$ cat config.mk
export PLATFORM = sky130hd
export DESIGN_NAME = dual_timer
export DESIGN_NICKNAME = d
export VERILOG_FILES = /design/src/rtl/tmr_pkg.sv /design/src/rtl/tmr_prescale.sv /design/src/rtl/tmr_downcount.sv /design/src/rtl/tmr_t1_source.sv /design/src/rtl/dual_timer.sv
export SDC_FILE = /design/constraint.sdc
export NUM_CORES = 1
export LEC_CHECK = 0
export ABC_AREA = 1
export BUFFER_PORTS_ARGS = -buffer_cell sky130_fd_sc_hd__buf_4
export CAP_MARGIN = 20
export CORE_MARGIN = 5
export CORE_UTILIZATION = 25
export CTS_CLUSTER_SIZE = 8
export DETAILED_ROUTE_END_ITERATION = 7
export MAX_ROUTING_LAYER = met4
export PLACE_DENSITY = 0.49
export REMOVE_ABC_BUFFERS = 1
export SKIP_CTS_REPAIR_TIMING = 1
export SYNTH_ARGS = -nofsm -noshare
export SYNTH_HDL_FRONTEND = slang
export SYNTH_SLANG_ARGS = --single-unit
$ cat constraint.sdc
create_clock -name clk -period 1.9 [get_ports clk]
set_input_delay 0.57 -clock clk [delete_from_list [all_inputs] [get_ports clk]]
set_output_delay 0.57 -clock clk [all_outputs]
set_load 0.05 [all_outputs]
$ cat src/rtl/tmr_pkg.sv
package tmr_pkg;
  typedef enum logic [1:0] {
    EXT_CLK    = 2'd0,
    EXT_GATE   = 2'd1,
    EXT_TRIG   = 2'd2,
    EXT_RETRIG = 2'd3
  } ext_mode_e;

  typedef enum logic [1:0] {
    OUT_LOW  = 2'd0,
    OUT_T0   = 2'd1,
    OUT_T1   = 2'd2,
    OUT_TICK = 2'd3
  } out_sel_e;

  localparam int A_MODE  = 0;
  localparam int A_T0CNT = 1;
  localparam int A_T0PRE = 2;
  localparam int A_T1CNT = 3;
  localparam int A_T1PRE = 4;

  localparam int M_RUN0 = 0;
  localparam int M_RUN1 = 1;
  localparam int M_LD0  = 2;
  localparam int M_LD1  = 3;
  localparam int M_OUT  = 4;
  localparam int M_EXT  = 6;

  localparam int P_REP = 6;
  localparam int P_INT = 7;
endpackage

$ cat src/rtl/tmr_prescale.sv
module tmr_prescale #(
  parameter int PRE_W = 6
) (
  input  logic             clk,
  input  logic             rst_n,
  input  logic             load,
  input  logic [PRE_W-1:0] div,
  input  logic             src,
  output logic             step
);
  localparam logic [PRE_W-1:0] ONE = PRE_W'(1);

  logic [PRE_W-1:0] pcnt;

  // A divisor of 0 wraps through the full range, giving 2**PRE_W.
  assign step = src && !load && (pcnt == ONE);

  always_ff @(posedge clk) begin
    if (!rst_n)        pcnt <= '0;
    else if (load)     pcnt <= div;
    else if (step)     pcnt <= div;
    else if (src)      pcnt <= pcnt - ONE;
  end

  p_pre_hold_r3: assert property (@(posedge clk) disable iff (!rst_n)
    (!src && !load) |=> $stable(pcnt));
endmodule

$ cat src/rtl/tmr_downcount.sv
module tmr_downcount #(
  parameter int CNT_W = 8
) (
  input  logic             clk,
  input  logic             rst_n,
  input  logic             load,
  input  logic [CNT_W-1:0] init,
  input  logic             repeat_en,
  input  logic             step,
  output logic [CNT_W-1:0] value,
  output logic             term
);
  localparam logic [CNT_W-1:0] ONE = CNT_W'(1);

  assign term = step && !load && (value == ONE);

  always_ff @(posedge clk) begin
    if (!rst_n)                 value <= '0;
    else if (load)              value <= init;
    else if (term && repeat_en) value <= init;
    else if (step)              value <= value - ONE;
  end

  p_step_dec_r2: assert property (@(posedge clk) disable iff (!rst_n)
    (step && !load && !(term && repeat_en)) |=> (value == $past(value) - ONE));

  p_load_r5: assert property (@(posedge clk) disable iff (!rst_n)
    load |=> (value == $past(init)));
endmodule

$ cat src/rtl/tmr_t1_source.sv
module tmr_t1_source
  import tmr_pkg::*;
(
  input  logic      clk,
  input  logic      rst_n,
  input  logic      tick,
  input  logic      ext_in,
  input  logic      use_int,
  input  ext_mode_e ext_mode,
  input  logic      run,
  input  logic      cfg_load,
  input  logic      term,
  output logic      src,
  output logic      trig_load
);
  logic ext_q;
  logic armed;
  logic rise;
  logic src_raw;
  logic trig_raw;

  assign rise = ext_in && !ext_q;

  always_comb begin
    src_raw  = 1'b0;
    trig_raw = 1'b0;
    if (use_int) begin
      src_raw = tick;
    end else begin
      unique case (ext_mode)
        EXT_CLK:    src_raw = rise;
        EXT_GATE:   src_raw = tick && ext_in;
        EXT_TRIG: begin
          trig_raw = rise && !armed;
          src_raw  = tick && armed;
        end
        EXT_RETRIG: begin
          trig_raw = rise;
          src_raw  = tick && armed;
        end
        default: ;
      endcase
    end
  end

  assign src       = run && src_raw;
  assign trig_load = run && trig_raw;

  always_ff @(posedge clk) begin
    if (!rst_n) begin
      ext_q <= 1'b0;
      armed <= 1'b0;
    end else begin
      ext_q <= ext_in;
      if (trig_load)             armed <= 1'b1;
      else if (cfg_load || term) armed <= 1'b0;
    end
  end

  p_arm_edge_r9: assert property (@(posedge clk) disable iff (!rst_n)
    $rose(armed) |-> ($past(ext_in) && !$past(ext_q)));
endmodule

$ cat src/rtl/dual_timer.sv
module dual_timer
  import tmr_pkg::*;
#(
  parameter int DATA_W = 8,
  parameter int PRE_W  = 6,
  parameter int ADDR_W = 3
) (
  input  logic              clk,
  input  logic              rst_n,
  input  logic              tick,
  input  logic              ext_in,
  input  logic              wr_en,
  input  logic [ADDR_W-1:0] wr_addr,
  input  logic [DATA_W-1:0] wr_data,
  input  logic [ADDR_W-1:0] rd_addr,
  output logic [DATA_W-1:0] rd_data,
  output logic              tmr_out,
  output logic              irq_t0,
  output logic              irq_t1
);
  localparam int NCH = 2;

  logic [NCH-1:0]             run_q;
  logic [NCH-1:0]             rep_q;
  logic [NCH-1:0][PRE_W-1:0]  div_q;
  logic [NCH-1:0][DATA_W-1:0] init_q;
  logic                       t1_int_q;
  ext_mode_e                  ext_mode_q;
  out_sel_e                   out_sel_q;

  logic [NCH-1:0]             ch_src;
  logic [NCH-1:0]             ch_load;
  logic [NCH-1:0]             ch_step;
  logic [NCH-1:0]             ch_term;
  logic [NCH-1:0][DATA_W-1:0] cur;
  logic [NCH-1:0]             irq_q;
  logic [NCH-1:0]             tog_q;
  logic                       mode_wr;
  logic [NCH-1:0]             load_req;
  logic                       trig_load;
  logic                       t1_src;

  assign mode_wr     = wr_en && (wr_addr == ADDR_W'(A_MODE));
  assign load_req[0] = mode_wr && wr_data[M_LD0];
  assign load_req[1] = mode_wr && wr_data[M_LD1];

  // Configuration registers
  always_ff @(posedge clk) begin
    if (!rst_n) begin
      init_q     <= '0;
      div_q      <= '0;
      rep_q      <= '0;
      t1_int_q   <= 1'b0;
      ext_mode_q <= EXT_CLK;
      out_sel_q  <= OUT_LOW;
    end else if (wr_en) begin
      case (wr_addr)
        ADDR_W'(A_MODE): begin
          out_sel_q  <= out_sel_e'(wr_data[M_OUT +: 2]);
          ext_mode_q <= ext_mode_e'(wr_data[M_EXT +: 2]);
        end
        ADDR_W'(A_T0CNT): init_q[0] <= wr_data;
        ADDR_W'(A_T0PRE): begin
          div_q[0] <= wr_data[PRE_W-1:0];
          rep_q[0] <= wr_data[P_REP];
        end
        ADDR_W'(A_T1CNT): init_q[1] <= wr_data;
        ADDR_W'(A_T1PRE): begin
          div_q[1] <= wr_data[PRE_W-1:0];
          rep_q[1] <= wr_data[P_REP];
          t1_int_q <= wr_data[P_INT];
        end
        default: ;
      endcase
    end
  end

  // Run bits: a mode write wins, otherwise single pass clears at terminal count
  always_ff @(posedge clk) begin
    if (!rst_n) begin
      run_q <= '0;
    end else if (mode_wr) begin
      run_q <= {wr_data[M_RUN1], wr_data[M_RUN0]};
    end else begin
      for (int k = 0; k < NCH; k++) begin
        if (ch_term[k] && !rep_q[k]) run_q[k] <= 1'b0;
      end
    end
  end

  tmr_t1_source u_t1src (
    .clk       (clk),
    .rst_n     (rst_n),
    .tick      (tick),
    .ext_in    (ext_in),
    .use_int   (t1_int_q),
    .ext_mode  (ext_mode_q),
    .run       (run_q[1]),
    .cfg_load  (load_req[1]),
    .term      (ch_term[1]),
    .src       (t1_src),
    .trig_load (trig_load)
  );

  assign ch_src[0]  = run_q[0] && tick;
  assign ch_src[1]  = t1_src;
  assign ch_load[0] = load_req[0];
  assign ch_load[1] = load_req[1] || trig_load;

  for (genvar i = 0; i < NCH; i++) begin : g_ch
    tmr_prescale #(.PRE_W(PRE_W)) u_pre (
      .clk   (clk),
      .rst_n (rst_n),
      .load  (ch_load[i]),
      .div   (div_q[i]),
      .src   (ch_src[i]),
      .step  (ch_step[i])
    );

    tmr_downcount #(.CNT_W(DATA_W)) u_cnt (
      .clk       (clk),
      .rst_n     (rst_n),
      .load      (ch_load[i]),
      .init      (init_q[i]),
      .repeat_en (rep_q[i]),
      .step      (ch_step[i]),
      .value     (cur[i]),
      .term      (ch_term[i])
    );

    always_ff @(posedge clk) begin
      if (!rst_n) begin
        irq_q[i] <= 1'b0;
        tog_q[i] <= 1'b0;
      end else begin
        irq_q[i] <= ch_term[i];
        tog_q[i] <= tog_q[i] ^ ch_term[i];
      end
    end

    p_single_stop_r4: assert property (@(posedge clk) disable iff (!rst_n)
      (ch_term[i] && !rep_q[i] && !mode_wr) |=> !run_q[i]);

    p_toggle_r11: assert property (@(posedge clk) disable iff (!rst_n)
      irq_q[i] |-> (tog_q[i] != $past(tog_q[i])));
  end

  assign irq_t0 = irq_q[0];
  assign irq_t1 = irq_q[1];

  always_comb begin
    unique case (out_sel_q)
      OUT_LOW:  tmr_out = 1'b0;
      OUT_T0:   tmr_out = tog_q[0];
      OUT_T1:   tmr_out = tog_q[1];
      OUT_TICK: tmr_out = tick;
      default:  tmr_out = 1'b0;
    endcase
  end

  always_comb begin
    case (rd_addr)
      ADDR_W'(A_MODE):  rd_data = {ext_mode_q, out_sel_q, 2'b00, run_q};
      ADDR_W'(A_T0CNT): rd_data = cur[0];
      ADDR_W'(A_T1CNT): rd_data = cur[1];
      default:          rd_data = '0;
    endcase
  end
endmodule

==> metrics.md, run 1 <==
| Metric | Value |
|---|---|
| CTS buffer count | `9` |
| RSZ-0062 raised after global routing | `true` |
| Setup ws final | `-38.0 ps` |
| Synth cell types | `39` |
| I/O pins | `30` |
| CP Class | `input pin to output pin` |
| Port buffer count | `29` |
| Setup TNS | `-104 ps` |
| Drt wl/cell | `about 14 um` |
| CP required | `~1300 ps` |
| GP Congestion | `0.879` |
| Final critical-path required period | `approximately 1900 ps` |
| Register area share after synthesis | `0.388` |
| CP bufs+invs | `3` |
| EDFF count, synth | `0` |
| CP cell instances | `buf_12 > nor3_4 > buf_6 > nand2_1 > o221ai_1 > buf_4` |
| Max Buffers Root-to-Sink | `2` |
| Root buffer cell | `clkbuf_16` |
| Seq. cell area | `1420 sq um` |
| Routed vias | `approximately 3,400` |
| Critical Path Max Stage Delay | `approximately 240 ps` |
| PwrDens | `806 nW/um^2` |
| Ys Warns | `0` |
| Die Area | `17,200 sq um` |
| CORE AREA | `14,400 sq um` |
| Diodes inserted | `0` |
| Failing checks | `setup timing` |
| Hold Path Class | `register to register` |
| H-tree depth | `3` |
| Area occupied by multi-input gates | `around 1900 sq um` |
| First DRT Iteration DRCs | `190` |
| Slowest CP cell | `buf_4` |
| FFs w/ async S/R, synth | `0` |
| CTS Sinks | `71` |
| Number of global-route vias before repair | `3,346` |
| FILL cells | `about 1,600` |
| Share of layout cells above drive strength 1 | `0.219` |
| Critical Path AT | `1370 ps` |
| Synthesized area per cell | `7.24 sq um` |
| Post-layout nets | `598` |
| Clk_lat worst skew | `roughly 330 ps` |
| Total gr overflow | `0` |
| Row count | `44` |
| # DRC | `0` |
| Initial Util | `0.254` |
| Pleak | `~2.1 nW` |
| Area Growth Syn to Fin | `30.4%` |
| Critical path endpoint category | `output pin` |
| Post-Syn Instances | `506` |
| Tcrit/Tclk final | `1.02` |
| Post-DP HPWL | `just under 8 mm` |
| Final setup fails | `4` |
| Final total power | `about 3.8 mW` |
| Clk_skew | `roughly 5.4 ps` |
| Die height | `131 um` |
| Vias per cell | `4.51` |
| Reg-to-reg slack, setup | `about 140 ps` |
| Reg clk slew, reported paths | `about 60 ps` |
| Crit path max-delay family | `buffers and inverters` |
| Outcome | `finished, violations left` |
| First-pass GRT wire length | `around 17 mm` |
| Antenna violations before repair | `0` |
| Prevailing post-synth register cell | `dfxtp_1` |
| Mapped cell area | `between 3000 and 4000 sq um` |
| Die Span X | `roughly 130 um` |
| Worst Max-Slew Pin Slew | `between 500 and 600 ps` |
| Max_slew headroom | `0.657` |
| First-pass iteration count of the detailed router | `5` |
| #FFs+latches synth | `71` |
| Max_cap viols | `0` |
| Max Freq | `~0.52 GHz` |
| Final count of hold timing violations | `0` |
| Final Max Tran Viols | `0` |
| GR Util All Layers | `0.131` |
| CP max FO | `6` |
| DRT antenna net count | `0` |
| Largest net degree at the start of global routing | `32` |
| Maximum VDD drop | `~0.41 mV` |
| Routed WL | `10.3 mm` |
| Critical Path Source Type | `input pin` |
| CTS tree | `built` |
[worst register-to-register path, stage by stage (launching register included)]
cell     delay, ps
dfxtp_1        350
inv_1           90
nand2_1         50
nor2_1         140
nand4_1        240
nor3_4         340
nand2_4        130
nand2_8        110
nand2_1         50
nand3_1         70
a21oi_1         70
[report_power, final]
group          switching, mW  leakage [nW]  internal [mW]  total (mW)
sequential            0.0370         0.576           1.54        1.57
combinational          0.251          1.33          0.178       0.429
clock                  0.623         0.160           1.22        1.84
total                  0.910          2.07           2.94        3.85
[synth_stat cells, types with 7 or more instances]
cell / n / area share
clkbuf_1: 8 / 0.0082
nand2_1: 73 / 0.075
o211ai_1: 7 / 0.014
xor2_1: 12 / 0.029
inv_1: 69 / 0.071
nor2_1: 44 / 0.045
a21oi_1: 53 / 0.072
ha_1: 8 / 0.027
nand3_1: 25 / 0.034
o21ai_0: 71 / 0.097
dfxtp_1: 71 / 0.39
o21ai_1: 7 / 0.0096
[placed cells by master, fill, tap and decap left out, types with 3 or more instances in the layout]
cell type,instances
xor2_1,12
nand2_4,3
xnor2_1,3
o21ai_1,9
nand3_1,25
o211ai_1,7
nor2_4,3
nor3_1,5
clkbuf_16,9
buf_6,9
inv_1,65
inv_2,8
ha_1,8
nor2_2,4
nor2_1,41
o21ai_0,69
nand2_2,7
a21oi_1,53
dfxtp_1,71
buf_4,59
nand2_1,70
[path summary, 6_finish.rpt]
check                                             from                      to  cells past startpoint
worst min register to register               init_q[1]               init_q[1]                      2
worst max-delay path                        rd_addr[2]              rd_data[5]                      6
worst min-delay path                         init_q[1]               init_q[1]                      2
worst max register to register  g_ch[0].u_cnt.value[5]  g_ch[0].u_cnt.value[4]                     10
[cell families (layout without fill, tap and decap cells)]
kind of cell | after synthesis | in the layout | synth area share
AO/OA/AOI/OAI | 150 | 150 | 0.223
XOR/XNOR | 15 | 15 | 0.0359
adder cells (fa/ha/maj) | 8 | 8 | 0.0273
buffers and inverters | 89 | 159 | 0.103
flip-flops | 71 | 71 | 0.388
AND/OR/NAND/NOR | 173 | 173 | 0.222
[metal layers]
metal,global-route usage,up-vias,routed length (um)
li1,-,1793,-
met1,0.174,1562,5040
met2,0.200,68,4650
met3,0.0382,6,531
met4,0.0260,0,69
met5,-,-,0
[layout make-up]
| type | instances | area share |
|---|---|---|
| Sequential cell | 71 | 0.298 |
| Inverter | 73 | 0.0574 |
| Clock inverter | 3 | 0.0136 |
| Timing Repair Buffer | 70 | 0.122 |
| Clock buffer | 13 | 0.0545 |
| Multi-Input combinational cell | 346 | 0.406 |
| Tap cell | 184 | 0.0482 |
[flip-flops by register name (all words and copies together) (netlist names)]
name              cells
out_sel_q             2
run_q                 2
g_ch.u_cnt.value     16
u_t1src.ext_q         1
u_t1src.armed         1
rep_q                 2
tog_q                 2
irq_t1                1
g_ch.u_pre.pcnt      12
ext_mode_q            2
t1_int_q              1
div_q                12
init_q               16
irq_t0                1
[stage by stage]
| step | util | worst slack, ps | instances | area, sq um | hold slack [ps] |
|---|---|---|---|---|---|
| after floorplan | - | -570 | 490 | 3560 | 420 |
| after global placement | 0.299 | -72.4 | 742 | 4310 | 437 |
| after detailed placement | 0.299 | -121 | 742 | 4310 | 438 |
| after CTS | 0.321 | -120 | 758 | 4640 | 439 |
| after global routing | 0.331 | -89.7 | 760 | 4770 | 456 |
| final | 0.331 | -38.0 | 760 | 4770 | 444 |
Note: power is estimated with default switching activity, not from simulation.
==> run 2, diff against run 1 <==
--- a/config.mk
+++ b/config.mk
@@ -18,4 +18,5 @@
 export SKIP_CTS_REPAIR_TIMING = 1
 export SYNTH_ARGS = -nofsm -noshare
 export SYNTH_HDL_FRONTEND = slang
+export SYNTH_HIERARCHICAL = 1
 export SYNTH_SLANG_ARGS = --single-unit
==> run 2 against run 1 <==
Effect of this change: the flow still finishes with violations (setup timing); global-route usage fell by 0.39 points; final area rose by 20%; combinational power rose by 27%; final cell count rose by 26%; sequential share of layout area fell by 4.8 points; wire length rose by 16%; register-to-register slack got worse by 200 ps; area after synthesis rose by 15%; largest cell class unchanged.
==> metrics.md, run 2 <==
| Metric | Value |
|---|---|
| Outcome | `finished, violations left` |
| Failing checks | `setup timing` |
| Port buffer count | `29 (unchanged)` |
| Cell taking the most area after synthesis | `dfxtp_1` |
| Clk_lat worst skew | `340 ps (about the same)` |
| GR Util All Layers | `0.127 (-0.00386)` |
| Vias per cell | `4.30 (-4.7%)` |
| Die height | `140 um (+6.5%)` |
| Drt wl/cell | `12.6 um (-7.3%)` |
| Post-layout nets | `756 (+26%)` |
| Critical path endpoint category | `register` |
| Mapped cell area | `4200 sq um (+15%)` |
| Leading cell type by number of instances after synthesis | `nand2_1` |
| Area Growth Syn to Fin | `36.0%` |
| Number of global-route vias before repair | `3,748 (+12%)` |
| Internal power | `2.77 mW (-5.5%)` |
| First-pass iteration count of the detailed router | `4 (-1)` |
| Total gr overflow | `0 (unchanged)` |
| Place WS | `-564 ps (-443 ps)` |
| Diodes inserted | `0 (unchanged)` |
| Reg-to-reg slack, setup | `-60 ps (-200 ps)` |
| Root buffer cell | `clkbuf_16` |
| Post-DP HPWL | `8.96 mm (+16%)` |
| H-tree depth | `3 (unchanged)` |
| Critical Path Source Type | `input pin` |
| Hold Path Origin | `div_q[10]` |
| GRT met3 Usage | `0.0309 (-0.00734)` |
| Register area share after synthesis | `0.339 (-0.0495)` |
| CP max FO | `4 (-2)` |
| RR Endpoint | `g_ch[1].u_cnt/value[1]` |
| Hold WS | `483 ps (+38.9 ps)` |
| Clk_skew | `7.04 ps (+1.65 ps)` |
| Commonest cells in the netlist | `nand2_1, nor2_1, inv_1` |
| Final count of hold timing violations | `0 (unchanged)` |
| Most common cell after layout, fill and taps aside | `nand2_1` |
| Critical Path AT | `2220 ps (+850 ps)` |
| Worst hold endpoint | `div_q[10]` |
| Synthesized area per cell | `6.51 sq um (-10%)` |
| WHS Path Cells | `2 (unchanged)` |
| CTS Sinks | `71 (unchanged)` |
| First DRT Iteration DRCs | `244 (+28%)` |
| Worst R2R Start | `u_t1src/armed` |
| Max Buffers Root-to-Sink | `2 (unchanged)` |
| Setup TNS | `-846 ps (-742 ps)` |
| Psw | `1.01 mW (+11%)` |
| CP Class | `input pin to register` |
| Row count | `47 (+6.8%)` |
| Reg clk slew, reported paths | `50 ps (about the same)` |
| I/O pins | `30 (unchanged)` |
| Pleak | `2.82 nW (+36%)` |
| Max_slew headroom | `0.748 (+0.0904)` |
| Post-Syn Instances | `645 (+27%)` |
| Hold Path Class | `register to register` |
| Final Max Tran Viols | `0 (unchanged)` |
| # DRC | `0 (unchanged)` |
| Commonest non-fill, non-tap cells in the layout | `nand2_1, nor2_1, inv_1, dfxtp_1, buf_4` |
| Biggest regs | `g_ch.u_cnt/value (16), init_q (16)` |
| DRT antenna net count | `0 (unchanged)` |
| Initial Util | `0.254 (about the same)` |
| CP required | `2130 ps (+800 ps)` |
| Final critical-path required period | `1990 ps (+47.9 ps)` |
| Reg power frac | `0.419 (+0.010)` |
| Routed WL | `12.0 mm (+16%)` |
| FFs w/ async S/R, synth | `0 (unchanged)` |
| CP cell instances | `buf_4 > inv_4 > nor2_8 > nand2_4 > nor2_1 > or2_4 > inv_4 > nand3_4 > nor2_4 > nand3_2 > buf_6 > nor2_4 > buf_4 > nand3_4 > nand3b_1 > nand3_1 > nand2_1 > inv_1` |
| CTS buffer count | `9 (unchanged)` |
| Worst Max-Slew Pin Slew | `375 ps (-139 ps)` |
| Met2 GRT Util | `0.177 (-0.0232)` |
| Slowest CP cell | `or2_4` |
| Die Span X | `140 um (+6.5%)` |
| Sw Ratio | `0.267 (+0.0304)` |
| Largest net degree at the start of global routing | `19 (-41%)` |
| Share of layout cells above drive strength 1 | `0.270 (+0.0510)` |
| Busiest grt layer | `met1` |
| Prevailing post-synth register cell | `dfxtp_1` |
| EDFF count, synth | `0 (unchanged)` |
| Final setup fails | `16 (+12)` |
| Tcrit/Tclk final | `1.05 (+0.0252)` |
| Antenna violations before repair | `0 (unchanged)` |
| GP Congestion | `0.826 (-6.0%)` |
| Synth area leaders | `dfxtp_1, nand2_1, nor2_1, inv_1, nand3_1` |
| Max Freq | `0.504 GHz (-2.4%)` |
| RSZ-0062 raised after global routing | `true` |
| Worst reg2reg path depth | `16 (+6)` |
| CP startpoint | `wr_en` |
| Final core occ | `0.345 (+0.0145)` |
| CTS tree | `built` |
| Logic pwr share | `0.143 (+0.032)` |
| #FFs+latches synth | `71 (unchanged)` |
| Ys Warns | `6 (+6)` |
| CORE AREA | `16,500 sq um (+15%)` |
| Synth cell types | `37 (-5.1%)` |
| Routed vias | `4,104 (+20%)` |
| Proportion of netlist area held by the largest area contributor | `0.339 (-0.0495)` |
| Met1 usage | `0.182 (+0.00737)` |
| Clk network pwr share | `0.438 (-0.041)` |
| Max_cap viols | `0 (unchanged)` |
| Maximum VDD drop | `0.570 mV (+39%)` |
| Critical Path Max Stage Delay | `270 ps (+30 ps)` |
| Die Area | `19,500 sq um (+13%)` |
| First-pass GRT wire length | `19.4 mm (+15%)` |
| Setup ws final | `-85.9 ps (-47.9 ps)` |
| PwrDens | `663 nW/um^2 (-18%)` |
-- run 2: cell count changes after synthesis, moves of 6 or more --
cell,before,now
nand4_1,2,14
nand3_1,25,46
inv_1,69,86
a21oi_1,53,28
nand2_1,73,166
nor2_1,44,108
xor2_1,12,6
o21ai_0,71,23
-- run 2: metal layers --
metal / part of all wire / vias up
li1: - / 2201
met1: 0.51 / 1814
met5: 0 / -
met3: 0.045 / 8
met2: 0.43 / 81
met4: 0.012 / 0
-- run 2: cells by family after synthesis --
| logic type | after synthesis | synth area share |
|---|---|---|
| simple gates | 380 | 0.418 |
| buf+inv | 108 | 0.109 |
| flops | 71 | 0.339 |
| compound gates | 70 | 0.0933 |
| xor+xnor | 8 | 0.0167 |
| fa+ha+maj | 8 | 0.0239 |
-- run 2: power groups by stage --
stage / sequential (mW) / clock, mW / combinational [mW]
floorplan: 1.60 / 0 / 0.319
global placement: 1.61 / 0 / 0.501
detailed placement: 1.61 / 0 / 0.501
CTS: 1.58 / 1.71 / 0.503
global route: 1.59 / 1.78 / 0.614
finish: 1.59 / 1.66 / 0.543
-- run 2: final cells by class --
cell class	count	area [sq um]
repair buffers	77	672
fillers	1775	10800
well taps	220	275
multi-input cells	470	2640
clock buffers	13	280
clock inverters	3	15.0
inverters	100	403
flip-flops and latches	71	1430
-- run 2: metrics by stage --
stage | instance area (sq um) | total power [mW] | std cells
2_1_floorplan | 4130 | 1.92 | 637
3_3_place_gp | 4960 | 2.11 | 930
3_5_place_dp | 4960 | 2.11 | 930
4_1_cts | 5250 | 3.80 | 946
5_1_grt | 5710 | 3.98 | 954
6_report | 5710 | 3.78 | 954
-- run 2: worst max path at each step --
| stage | to | slack, ps | cells after the start |
|---|---|---|---|
| 2_1_floorplan | run_q[1] | -610 | 15 |
| 4_1_cts | run_q[1] | -220 | 15 |
| 6_report | g_ch[1].u_cnt/value[1] | -90 | 18 |
| 5_1_grt | g_ch[1].u_cnt/value[1] | -200 | 16 |
| 3_5_place_dp | run_q[0] | -560 | 16 |
| 3_3_place_gp | run_q[0] | -560 | 16 |
-- run 2: worst max-delay path: cells and delay by family --
kind,cells,cell delay [ps]
simple gates,12,1110
buf+inv,6,540
